File: config.mk
export PLATFORM = sky130hd
export DESIGN_NAME = txring_walker
export DESIGN_NICKNAME = d
export VERILOG_FILES = /design/src/rtl/txw_pkg.sv /design/src/rtl/txw_cfg_regs.sv /design/src/rtl/txw_byte_ser.sv /design/src/rtl/txw_walk_fsm.sv /design/src/rtl/txring_walker.sv
export SDC_FILE = /design/constraint.sdc
export NUM_CORES = 1
export LEC_CHECK = 0
export BUFFER_PORTS_ARGS = -buffer_cell sky130_fd_sc_hd__buf_2
export CORE_ASPECT_RATIO = 0.8
export CORE_MARGIN = 2
export CORE_UTILIZATION = 30
export CTS_CLUSTER_DIAMETER = 30
export CTS_CLUSTER_SIZE = 24
export DETAILED_ROUTE_END_ITERATION = 10
export PLACE_DENSITY_LB_ADDON = 0.25
export SLEW_MARGIN = 20
export SYNTH_ARGS = -nofsm -noshare
export SYNTH_HDL_FRONTEND = slang
export SYNTH_SLANG_ARGS = --single-unit
File: constraint.sdc
create_clock -name clk -period 12.5 [get_ports clk]
set_input_delay 2.5 -clock clk [delete_from_list [all_inputs] [get_ports clk]]
set_output_delay 2.5 -clock clk [all_outputs]
set_load 0.005 [all_outputs]
File: src/rtl/txw_pkg.sv
// Shared constants and types for the transmit descriptor ring walker.
// Assumes 32-bit memory words and 8-byte descriptors.
package txw_pkg;
    localparam int WORD_BYTES  = 4;
    localparam int DESC_STRIDE = 8;
    localparam int BIT_OWN     = 15;
    localparam int BIT_WRAP    = 13;
    localparam int BIT_LAST    = 11;
    localparam int CTRL_EN_BIT = 1;

    localparam logic [1:0] SEL_CTRL = 2'd0;
    localparam logic [1:0] SEL_RING = 2'd1;
    localparam logic [1:0] SEL_GO   = 2'd2;

    typedef enum logic [2:0] {
        W_IDLE,
        W_DESC0,
        W_DESC1,
        W_FETCH,
        W_SEND,
        W_WBACK
    } walk_state_t;
endpackage

File: src/rtl/txw_cfg_regs.sv
// Configuration registers: enable bit and ring start address.
// The activate strobe is gated by the enable bit held before the write.
// A ring start write also drives a load of the walker's current pointer.
module txw_cfg_regs
    import txw_pkg::*;
#(
    parameter int ADDR_W = 32
) (
    input  logic              clk,
    input  logic              rst_n,
    input  logic              cfg_wr,
    input  logic [1:0]        cfg_sel,
    input  logic [31:0]       cfg_wdata,
    output logic              enable,
    output logic [ADDR_W-1:0] ring_base,
    output logic              base_load,
    output logic [ADDR_W-1:0] base_wval,
    output logic              go
);
    logic              en_q;
    logic [ADDR_W-1:0] base_q;
    logic              unused_bits;

    assign unused_bits = cfg_wdata[0];
    assign base_wval   = {cfg_wdata[ADDR_W-1:2], 2'b00};
    assign base_load   = cfg_wr && (cfg_sel == SEL_RING);
    assign go          = cfg_wr && (cfg_sel == SEL_GO) && en_q;
    assign enable      = en_q;
    assign ring_base   = base_q;

    // Hold the enable bit and the aligned ring start address.
    always_ff @(posedge clk) begin
        if (!rst_n) begin
            en_q   <= 1'b0;
            base_q <= '0;
        end else begin
            if (cfg_wr && cfg_sel == SEL_CTRL) en_q <= cfg_wdata[CTRL_EN_BIT];
            if (base_load) base_q <= base_wval;
        end
    end
endmodule

File: src/rtl/txw_byte_ser.sv
// Word-to-byte serializer: emits up to four bytes of a loaded word, MSB first,
// on a ready/valid stream. Assumes a load arrives only while it is empty.
module txw_byte_ser
    import txw_pkg::*;
(
    input  logic        clk,
    input  logic        rst_n,
    input  logic        load,
    input  logic [31:0] word,
    input  logic [2:0]  nbytes,
    input  logic        last_in,
    input  logic        tx_ready,
    output logic [7:0]  tx_data,
    output logic        tx_valid,
    output logic        tx_last,
    output logic        idle
);
    logic [31:0] sh_q;
    logic [2:0]  cnt_q;
    logic        last_q;

    assign tx_valid = (cnt_q != 3'd0);
    assign tx_data  = sh_q[31:24];
    assign tx_last  = last_q && (cnt_q == 3'd1);
    assign idle     = (cnt_q == 3'd0);

    // Load a word, then shift one byte out per accepted transfer.
    always_ff @(posedge clk) begin
        if (!rst_n) begin
            sh_q   <= '0;
            cnt_q  <= 3'd0;
            last_q <= 1'b0;
        end else if (load) begin
            sh_q   <= word;
            cnt_q  <= nbytes;
            last_q <= last_in;
        end else if (tx_valid && tx_ready) begin
            sh_q  <= sh_q << 8;
            cnt_q <= cnt_q - 3'd1;
        end
    end

    AST_STREAM_HOLD: assert property (@(posedge clk) disable iff (!rst_n)
        tx_valid && !tx_ready |=> tx_valid && $stable(tx_data) && $stable(tx_last));
    AST_LOAD_WHEN_EMPTY: assert property (@(posedge clk) disable iff (!rst_n)
        load |-> idle && nbytes != 3'd0 && nbytes <= 3'(WORD_BYTES));
endmodule

File: src/rtl/txw_walk_fsm.sv
// Descriptor walker: reads descriptors, fetches buffer words into the
// serializer, writes back ownership and steps or wraps the ring.
// Assumes read data is valid in the cycle mem_ready is high, and that the
// ring start is only rewritten while idle.
module txw_walk_fsm
    import txw_pkg::*;
#(
    parameter int ADDR_W    = 32,
    parameter int LEN_W     = 16,
    parameter int MAX_FRAME = 2032
) (
    input  logic              clk,
    input  logic              rst_n,
    input  logic              go,
    input  logic              base_load,
    input  logic [ADDR_W-1:0] base_wval,
    input  logic [ADDR_W-1:0] ring_base,
    output logic              mem_req,
    output logic              mem_we,
    output logic [ADDR_W-1:0] mem_addr,
    output logic [31:0]       mem_wdata,
    input  logic [31:0]       mem_rdata,
    input  logic              mem_ready,
    input  logic              ser_idle,
    output logic              ser_load,
    output logic [31:0]       ser_word,
    output logic [2:0]        ser_nbytes,
    output logic              ser_last,
    output logic              ev_buf,
    output logic              ev_frame,
    output logic              ev_babble,
    output logic              busy
);
    localparam int CW = $clog2(MAX_FRAME + 1);

    walk_state_t       state_q;
    logic [ADDR_W-1:0] cur_q;
    logic [ADDR_W-1:0] ptr_q;
    logic [15:0]       flags_q;
    logic [LEN_W-1:0]  len_q;
    logic [LEN_W-1:0]  remain_q;
    logic [CW-1:0]     fcnt_q;
    logic              acc;
    logic [31:0]       room;
    logic              over;
    logic [LEN_W-1:0]  take;
    logic [1:0]        unused_rd;

    assign unused_rd  = mem_rdata[1:0];
    assign acc        = mem_req && mem_ready;
    assign room       = 32'(MAX_FRAME) - 32'(fcnt_q);
    assign over       = 32'(len_q) > room;
    assign take       = over ? LEN_W'(room) : len_q;
    assign busy       = (state_q != W_IDLE);
    assign ser_word   = mem_rdata;
    assign ser_load   = (state_q == W_FETCH) && acc;
    assign ser_nbytes = (remain_q >= LEN_W'(WORD_BYTES)) ? 3'(WORD_BYTES) : remain_q[2:0];
    assign ser_last   = flags_q[BIT_LAST] && (remain_q <= LEN_W'(WORD_BYTES));

    // Drive the memory master port from the current state.
    always_comb begin
        mem_req   = 1'b0;
        mem_we    = 1'b0;
        mem_addr  = cur_q;
        mem_wdata = {flags_q & ~(16'd1 << BIT_OWN), 16'(len_q)};
        case (state_q)
            W_DESC0: mem_req = 1'b1;
            W_DESC1: begin
                mem_req  = 1'b1;
                mem_addr = cur_q + ADDR_W'(4);
            end
            W_FETCH: begin
                mem_req  = 1'b1;
                mem_addr = ptr_q;
            end
            W_WBACK: begin
                mem_req = 1'b1;
                mem_we  = 1'b1;
            end
            default: ;
        endcase
    end

    // Step the walk, track frame bytes and raise the event pulses.
    always_ff @(posedge clk) begin
        if (!rst_n) begin
            state_q   <= W_IDLE;
            cur_q     <= '0;
            ptr_q     <= '0;
            flags_q   <= '0;
            len_q     <= '0;
            remain_q  <= '0;
            fcnt_q    <= '0;
            ev_buf    <= 1'b0;
            ev_frame  <= 1'b0;
            ev_babble <= 1'b0;
        end else begin
            ev_buf    <= 1'b0;
            ev_frame  <= 1'b0;
            ev_babble <= 1'b0;
            case (state_q)
                W_IDLE: if (go) state_q <= W_DESC0;
                W_DESC0: if (acc) begin
                    flags_q <= mem_rdata[31:16];
                    len_q   <= LEN_W'(mem_rdata[15:0]);
                    state_q <= mem_rdata[16 + BIT_OWN] ? W_DESC1 : W_IDLE;
                end
                W_DESC1: if (acc) begin
                    ptr_q     <= {mem_rdata[ADDR_W-1:2], 2'b00};
                    remain_q  <= take;
                    fcnt_q    <= fcnt_q + CW'(take);
                    ev_babble <= over;
                    state_q   <= (take == '0) ? W_WBACK : W_FETCH;
                end
                W_FETCH: if (acc) begin
                    remain_q <= remain_q - LEN_W'(ser_nbytes);
                    ptr_q    <= ptr_q + ADDR_W'(WORD_BYTES);
                    state_q  <= W_SEND;
                end
                W_SEND: if (ser_idle) state_q <= (remain_q == '0) ? W_WBACK : W_FETCH;
                W_WBACK: if (acc) begin
                    ev_buf <= 1'b1;
                    if (flags_q[BIT_LAST]) begin
                        ev_frame <= 1'b1;
                        fcnt_q   <= '0;
                    end
                    cur_q   <= flags_q[BIT_WRAP] ? ring_base : cur_q + ADDR_W'(DESC_STRIDE);
                    state_q <= W_DESC0;
                end
                default: state_q <= W_IDLE;
            endcase
            if (base_load) cur_q <= base_wval;
        end
    end

    AST_REQ_STEADY: assert property (@(posedge clk) disable iff (!rst_n)
        mem_req && !mem_ready |=> mem_req && $stable(mem_addr) && $stable(mem_we));
    AST_FRAME_CAP: assert property (@(posedge clk) disable iff (!rst_n)
        32'(fcnt_q) <= 32'(MAX_FRAME));
endmodule

File: src/rtl/txring_walker.sv
// Top of the transmit descriptor ring walker: configuration registers,
// descriptor walker and byte serializer. Assumes a single memory master
// port with request held until ready, and a byte stream sink with ready.
module txring_walker
    import txw_pkg::*;
#(
    parameter int MAX_FRAME = 2032
) (
    input  logic        clk,
    input  logic        rst_n,
    input  logic        cfg_wr,
    input  logic [1:0]  cfg_sel,
    input  logic [31:0] cfg_wdata,
    output logic        mem_req,
    output logic        mem_we,
    output logic [31:0] mem_addr,
    output logic [31:0] mem_wdata,
    input  logic [31:0] mem_rdata,
    input  logic        mem_ready,
    output logic [7:0]  tx_data,
    output logic        tx_valid,
    output logic        tx_last,
    input  logic        tx_ready,
    output logic        ev_tx_buf,
    output logic        ev_tx_frame,
    output logic        ev_tx_babble,
    output logic        busy
);
    localparam int AW = 32;

    logic          enable;
    logic [AW-1:0] ring_base;
    logic          base_load;
    logic [AW-1:0] base_wval;
    logic          go;
    logic          ser_idle;
    logic          ser_load;
    logic [31:0]   ser_word;
    logic [2:0]    ser_nbytes;
    logic          ser_last;

    txw_cfg_regs #(.ADDR_W(AW)) i_regs (
        .clk(clk), .rst_n(rst_n), .cfg_wr(cfg_wr), .cfg_sel(cfg_sel),
        .cfg_wdata(cfg_wdata), .enable(enable), .ring_base(ring_base),
        .base_load(base_load), .base_wval(base_wval), .go(go)
    );

    txw_walk_fsm #(.ADDR_W(AW), .LEN_W(16), .MAX_FRAME(MAX_FRAME)) i_walk (
        .clk(clk), .rst_n(rst_n), .go(go), .base_load(base_load),
        .base_wval(base_wval), .ring_base(ring_base),
        .mem_req(mem_req), .mem_we(mem_we), .mem_addr(mem_addr),
        .mem_wdata(mem_wdata), .mem_rdata(mem_rdata), .mem_ready(mem_ready),
        .ser_idle(ser_idle), .ser_load(ser_load), .ser_word(ser_word),
        .ser_nbytes(ser_nbytes), .ser_last(ser_last),
        .ev_buf(ev_tx_buf), .ev_frame(ev_tx_frame), .ev_babble(ev_tx_babble),
        .busy(busy)
    );

    txw_byte_ser i_ser (
        .clk(clk), .rst_n(rst_n), .load(ser_load), .word(ser_word),
        .nbytes(ser_nbytes), .last_in(ser_last), .tx_ready(tx_ready),
        .tx_data(tx_data), .tx_valid(tx_valid), .tx_last(tx_last),
        .idle(ser_idle)
    );

    AST_GATED_GO: assert property (@(posedge clk) disable iff (!rst_n)
        !enable && !busy |=> !busy);
    AST_WORD_ALIGNED: assert property (@(posedge clk) disable iff (!rst_n)
        mem_req |-> mem_addr[1:0] == 2'b00);
    AST_FRAME_EV: assert property (@(posedge clk) disable iff (!rst_n)
        ev_tx_frame |-> ev_tx_buf);
    AST_LAST_IS_VALID: assert property (@(posedge clk) disable iff (!rst_n)
        tx_last |-> tx_valid);
endmodule

==> impl_metrics.csv, run 1 <==
group,metric,value,unit
grt,grt_usage,20.0,%
floorplanning,core-area,38200,um2
clock_tree,htreeDepth,4,
yosys,synth-seq-cells,193,
hold_path,worst_hold_path.endpoint,"i_regs.ring_base[11]",
yosys,syn_avg_cell_area,7.35,um2
timing,fin_crit_sh,46.6,%
yosys,synthesis.instances,1581,
run,maxCapViolCount,0,
critical_path,crit_path_start_kind,"flip-flop",
clock_tree,post-cts-setup-buffers,0,
power_and_ir_drop,ir_worst_vdd,0.0685,mV
floorplanning,die-area,40300,um2
yosys,synth_cell_type_count,72,
yosys,syn_area,11600,um2
route,drc,0,
route,drtIter0Drc,890,
hold_path,hold_depth,2,
timing,setup-tns-final,0,ps
critical_path,crit_path_end_kind,"primary output",
route,via_per_inst,5.52,
finish,design_area,13200,um2
finish,antenna_cells,0,
grt,grt_max_degree,85,
clock_tree,cts_buffers,17,
yosys,syn_nets,1686,
floorplanning,die_h,180,um
place,portBuffers,148,
timing,finalSetupViolations,0,
clock_tree,cts_sinks,193,
critical_path,crit_type,"flip-flop to primary output",
yosys,yosysMostFrequentCell,"nand2_1",
finish,fin_util,34.5,%
place,dpl.hpwl,28700,um
grt,grt_pass1_vias,11100,
yosys,synth_top_cell_area_share,33.3,%
outcome,status,"finished clean",
grt,antenna_found_initial,0,
critical_path,r2r_setup_slack,6740,ps
clock_tree,clockRootBuffer,"clkbuf_16",
finish,layout.nets,1737,
critical_path,r2r_cells,20,
clock_tree,cts_resized,0,
finish,area_delta_synth_final,13.5,%
yosys,synthFlopType,"dfxtp_1",
route,totalWireLength,40800,um
critical_path,path_max_fanout,11,
yosys,synthArstFlopShare,0,%
timing,period_minus_slack,5820,ps
hold_path,hp-start,"i_regs.ring_base[11]",
critical_path,critical_path_required,10000,ps
hold_path,worst_hold_path_type,"flip-flop to flip-flop",
critical_path,cp-startpoint,"i_walk.cur_q[4]",
floorplanning,rows,64,
timing,clock.fmax,172,MHz
critical_path,rr_endpoint,"i_walk.fcnt_q[10]",
floorplanning,io_pins,151,
clock_tree,cts_hold_repair.buffers,0,
yosys,synth_area_leaders,"dfxtp_1, nand2_1, a21oi_1",
yosys,ys_seq_area_share,33.3,%
floorplanning,die_width,224,um
critical_path,r2r-start,"i_walk.fcnt_q[6]",
grt,grt_pass1_wl,63900,um
yosys,yosysTopAreaCell,"dfxtp_1",
route,ant_nets,0,
yosys,yosys-top-cells-count,"nand2_1, dfxtp_1, a21oi_1, o21ai_0, clkbuf_1",
clock_tree,clk_pin_slew,80,ps
clock_tree,ctsLongestPathBuffers,2,
route,num_vias,11800,
clock_tree,cts_tree,"done",
floorplanning,initial_utilization,30.4,%
finish,layout-drive-gt1-share,14.1,%
yosys,synth_edf_count,0,
route,wl_per_cell,19.1,um
critical_path,arrival,3320,ps
timing,finalHoldViolCount,0,
power_and_ir_drop,leakage,5.09,nW
grt,grt-ovfl-total,0,
timing,slew_viol_final,0,
timing,worst_slew_pin_slew,1070,ps
place,place_congestion,0.864,
clock_tree,worstSkewPairLatency,460,ps
timing,relSlewSlack,28.3,%
place,place_area,12600,um2
yosys,yosysWarnings,0,
route,dr.pass1.iters,5,
finish,fillers,4095,
power_and_ir_drop,total_power,1.49,mW
timing,rsz0062_at_grt,"false",
power_and_ir_drop,power.density,113,nW/um2
timing,skew,12.4,ps
-- cells by family (layout without fill, tap and decap cells) --
family | count (synthesis) | after routing | synth area share (%)
buffers and inverters | 173 | 237 | 5.98
and+or+nand+nor | 614 | 614 | 24.7
DFF | 193 | 193 | 33.3
muxes | 39 | 39 | 3.39
AOI/OAI and AO/OA | 503 | 503 | 27.0
xor gates and xnor gates | 23 | 23 | 1.85
adders and majority gates | 34 | 34 | 3.73
other | 2 | 2 | 0.0646
-- cell usage in the layout (no fill, tap or decap), types with 4 or more instances in the layout --
cell	synthesis	final
o22ai_1	23	23
and4_1	11	11
inv_6	0	5
o221a_2	10	10
buf_2	0	148
a31oi_1	26	26
nand4_1	25	25
a221o_1	4	4
a21boi_0	32	32
o31ai_1	4	4
nand2_1	265	263
clkbuf_16	0	17
inv_1	35	34
mux2i_1	36	36
a211oi_1	14	14
a21oi_1	173	173
xnor2_1	17	17
and3_1	23	23
dfxtp_1	193	193
nor4_1	16	15
and2_1	11	11
buf_4	10	20
nand2b_1	7	7
o221ai_1	5	5
a311oi_1	4	4
o21ai_0	120	120
nor3b_1	7	7
nor3_1	26	26
o211ai_1	8	8
nor2b_1	7	6
o211a_1	20	20
ha_1	33	33
nand3_1	95	95
xor2_1	5	5
a21o_1	9	9
a22oi_1	25	25
nor2_1	98	96
-- worst max-delay path, cell delays in order (launching register included) --
cell and delay (ps):
dfxtp_1 520, ha_1 340, and4_1 490, and3_1 280, and3_1 300, nand3_1 110, nor2_1 250, o21ai_0 110
a21oi_1 280, buf_2 180
-- state kept, by name, summed over array words and instances (netlist names) --
| signal | count |
|---|---|
| i_regs.ring_base | 30 |
| i_walk.cur_q | 32 |
| i_walk.flags_q | 15 |
| i_walk.remain_q | 16 |
| i_ser.sh_q | 32 |
| i_walk.state_q | 3 |
| i_walk.ev_buf | 1 |
| i_ser.cnt_q | 3 |
| i_regs.enable | 1 |
| i_walk.ptr_q | 30 |
| i_walk.ev_frame | 1 |
| i_ser.last_q | 1 |
| i_walk.ev_babble | 1 |
| i_walk.len_q | 16 |
| i_walk.fcnt_q | 11 |
-- final cells by class --
class / count / area, um2 / area share (%)
repair buffers: 168 / 891 / 6.75
clock buffers: 17 / 425 / 3.23
well taps: 495 / 619 / 4.70
flip-flops and latches: 193 / 3860 / 29.3
multi-input cells: 1215 / 7100 / 53.9
clock inverters: 15 / 145 / 1.10
inverters: 37 / 140 / 1.06
-- metal layers --
metal	up-vias	wire, um	global-route usage, %
li1	5810	-	-
met1	5625	19500	28.6
met2	343	18400	31.2
met3	41	2170	3.05
met4	0	684	5.31
met5	-	0	0
-- worst max path at each step --
stage / to / slack [ps] / cells past startpoint
3_3_place_gp: i_walk.fcnt_q[10] / 6850 / 20
4_1_cts: mem_addr[31] / 6700 / 9
3_5_place_dp: i_walk.fcnt_q[10] / 6790 / 20
2_1_floorplan: i_walk.fcnt_q[10] / 7430 / 21
5_1_grt: i_walk.fcnt_q[10] / 6410 / 20
6_report: mem_addr[31] / 6680 / 9
-- report_power, final --
| group | switching [mW] | internal, mW |
|---|---|---|
| sequential | 0.0271 | 0.634 |
| combinational | 0.180 | 0.0966 |
| clock | 0.291 | 0.266 |
| total | 0.497 | 0.996 |
-- per-stage QoR --
stage / instances / hold slack [ps] / setup WS (ps)
final: 2140 / 458 / 6680
after global routing: 2140 / 481 / 6410
after CTS: 2140 / 460 / 6700
after detailed placement: 2108 / 448 / 6790
after global placement: 2108 / 440 / 6850
after floorplan: 1581 / 432 / 7430
Note: power is estimated with default switching activity, not from simulation.
==> inputs of run 2 (changes only) <==
--- a/config.mk
+++ b/config.mk
@@ -5,6 +5,7 @@
 export SDC_FILE = /design/constraint.sdc
 export NUM_CORES = 1
 export LEC_CHECK = 0
+export ABC_AREA = 1
 export BUFFER_PORTS_ARGS = -buffer_cell sky130_fd_sc_hd__buf_2
 export CORE_ASPECT_RATIO = 0.8
 export CORE_MARGIN = 2
==> constraint.sdc (replaced) <==
create_clock -name clk -period 4.7 [get_ports clk]
set_input_delay 0.94 -clock clk [delete_from_list [all_inputs] [get_ports clk]]
set_output_delay 0.94 -clock clk [all_outputs]
set_load 0.005 [all_outputs]
==> impl_metrics.csv, run 2 <==
group,metric,value,unit
outcome,status,"finished clean",
yosys,syn_avg_cell_area,6.66,um2
grt,grt_use_met2,32.5,%
grt,grt_usage,20.5,%
place,place_congestion,0.922,
yosys,synthFlopType,"dfxtp_1",
finish,layout-drive-gt1-share,15.0,%
critical_path,cp-startpoint,"i_walk.cur_q[3]",
clock_tree,cts_buffers,17,
place,portBuffers,148,
yosys,syn_area,11500,um2
yosys,ys_seq_area_share,33.7,%
route,drtIter0Drc,1079,
power_and_ir_drop,total_power,4.19,mW
place,pre_cts_slack,47.0,ps
critical_path,r2r_setup_slack,350,ps
finish,final_common_cell,"nand2_1",
critical_path,path_cells,"ha_1 > inv_1 > nor2_1 > inv_1 > nor2_1 > buf_4 > inv_1 > nor2_1 > inv_1 > nor2_1 > inv_1 > nor2_1 > nand2_1 > o21ai_0 > nand3_1 > o221ai_1 > buf_2",
clock_tree,clk_pin_slew,80,ps
timing,skew,11.9,ps
place,dpl.hpwl,30500,um
yosys,synth_compound_area_share,23.9,%
critical_path,r2r-start,"i_walk.fcnt_q[0]",
grt,grt_pass1_wl,62600,um
place,place_area,12600,um2
floorplanning,die-area,39900,um2
critical_path,critPathSlowestCell,"dfxtp_1",
yosys,synthesis.instances,1724,
grt,antenna_found_initial,1,
run,maxCapViolCount,0,
critical_path,cpLargestDelayFamily,"simple AND/OR/NAND/NOR gates",
route,ant_nets,0,
timing,slew_viol_final,0,
yosys,synth_area_leaders,"dfxtp_1, nand2_1, o21ai_0",
floorplanning,io_pins,151,
clock_tree,clockRootBuffer,"clkbuf_16",
finish,design_area,13400,um2
route,drc,0,
grt,grt-ovfl-total,0,
route,dr.pass1.iters,5,
clock_tree,ctsLongestPathBuffers,2,
grt,grt.busiest_layer,"met2",
floorplanning,rows,64,
yosys,synth_top_cell_area_share,33.7,%
floorplanning,initial_utilization,30.2,%
timing,finalSetupViolations,0,
yosys,yosysWarnings,0,
floorplanning,core-area,38000,um2
critical_path,arrival,3520,ps
yosys,synth_simple_gate_area_share,25.4,%
critical_path,critical_path_required,3760,ps
timing,fin_crit_sh,94.9,%
timing,finalHoldViolCount,0,
grt,grtUsageMet1,28.4,%
power_and_ir_drop,power.density,313,nW/um2
critical_path,rr_endpoint,"i_walk.fcnt_q[10]",
grt,grt_pass1_vias,10700,
yosys,synth_mux_area_share,0,%
hold_path,worst_hold_path.endpoint,"i_walk.cur_q[0]",
grt,gr-usage-met3,3.51,%
clock_tree,cts_sinks,193,
timing,period_minus_slack,4460,ps
critical_path,crit_path_end_kind,"primary output",
timing,clock.fmax,224,MHz
hold_path,worst_hold_path_type,"flip-flop to flip-flop",
yosys,yosysTopAreaCell,"dfxtp_1",
finish,reg.largest.list,"i_ser.sh_q x32, i_walk.cur_q x32",
yosys,synthArstFlopShare,0,%
timing,setup_ws,238,ps
yosys,yosysMostFrequentCell,"nand2_1",
hold_path,hold_depth,2,
yosys,syn_nets,1829,
hold_path,hp-start,"i_walk.cur_q[0]",
yosys,synth_edf_count,0,
critical_path,path_max_fanout,6,
yosys,synth_top_family_by_area,"simple AND/OR/NAND/NOR gates",
route,via_per_inst,5.22,
clock_tree,worstSkewPairLatency,460,ps
clock_tree,cts_hold_repair.buffers,0,
finish,antenna_cells,0,
route,num_vias,12200,
yosys,synth-seq-cells,193,
critical_path,r2r_cells,34,
floorplanning,die_h,179,um
timing,worst_slew_pin_slew,1030,ps
critical_path,crit_path_start_kind,"flip-flop",
power_and_ir_drop,ir_worst_vdd,0.223,mV
yosys,synth_fa_ha_area_share,3.77,%
yosys,synth_xor_area_share,2.90,%
timing,relSlewSlack,30.8,%
power_and_ir_drop,leakage,5.52,nW
finish,layout_common_cells,"nand2_1, inv_1, dfxtp_1",
clock_tree,cts_tree,"done",
clock_tree,htreeDepth,4,
route,wl_per_cell,17.8,um
finish,layout.nets,1931,
route,totalWireLength,41600,um
critical_path,crit_buf_inv,7,
critical_path,cpPeakStageDelay,450,ps
critical_path,crit_type,"flip-flop to primary output",
yosys,synth_cell_type_count,56,
grt,grt_max_degree,71,
yosys,yosys-top-cells-count,"nand2_1, inv_1, dfxtp_1, o21ai_0, nor2_1",
finish,area_delta_synth_final,16.7,%
floorplanning,die_width,223,um
==> run 2: worst reg2reg max path, delay by kind of cell (launching register included) <==
kind            cells  cell delay [ps]
simple gates       15             1120
xor+xnor            2              380
fa+ha+maj           3              790
flops               1              360
buf+inv             7              640
compound gates      7              960
==> run 2: where the power goes <==
part,switching (mW),leakage (nW),internal [mW]
sequential,0.0564,1.56,1.69
clock,0.699,0.307,0.923
combinational,0.548,3.65,0.272
total,1.30,5.52,2.89
==> run 2: how the worst max path moves through the flow <==
| stage | end | slack, ps | cells past startpoint |
|---|---|---|---|
| 2_1_floorplan | i_walk.fcnt_q[10] | 560 | 35 |
| 3_3_place_gp | i_walk.fcnt_q[10] | 140 | 35 |
| 3_5_place_dp | i_walk.fcnt_q[10] | 50 | 33 |
| 4_1_cts | i_walk.fcnt_q[10] | 30 | 33 |
| 5_1_grt | i_walk.fcnt_q[10] | -50 | 34 |
| 6_report | mem_addr[31] | 240 | 17 |
==> run 2: final cells by class <==
cell class                 instances  area (um2)
clock inverter                    12         180
sequential                       193        3870
multi-input combinational       1226        6490
clock buffer                      20         457
inverter                         206         774
fill                            4130       24600
timing repair buffer             182         996
tap                              495         619
==> run 2: metrics by stage <==
step | TNS (ps) | util [%] | hold WS (ps) | std cells
final | 0 | 35.3 | 443 | 2334
after global routing | -81.8 | 35.3 | 468 | 2334
after CTS | 0 | 34.9 | 446 | 2322
after detailed placement | 0 | 33.2 | 435 | 2290
after global placement | 0 | 33.2 | 426 | 2290
after floorplan | 0 | - | 416 | 1724
==> run 2: logic make-up after synthesis <==
group	Yosys count
simple gates	685
compound gates	467
buf+inv	305
flops	193
xor+xnor	38
fa+ha+maj	34
other cells	2
==> run 2: repair_timing <==
action / in CTS / in global routing
setup endpoints to repair: 0 / 4
setup buffers: 0 / 12
gates resized for setup: 0 / 31
==> run 2: layer usage <==
layer / part of all wire (%) / up-vias
met1: 48 / 5761
met4: 2.2 / 0
li1: - / 6023
met3: 5.0 / 44
met2: 45 / 352
met5: 0 / -
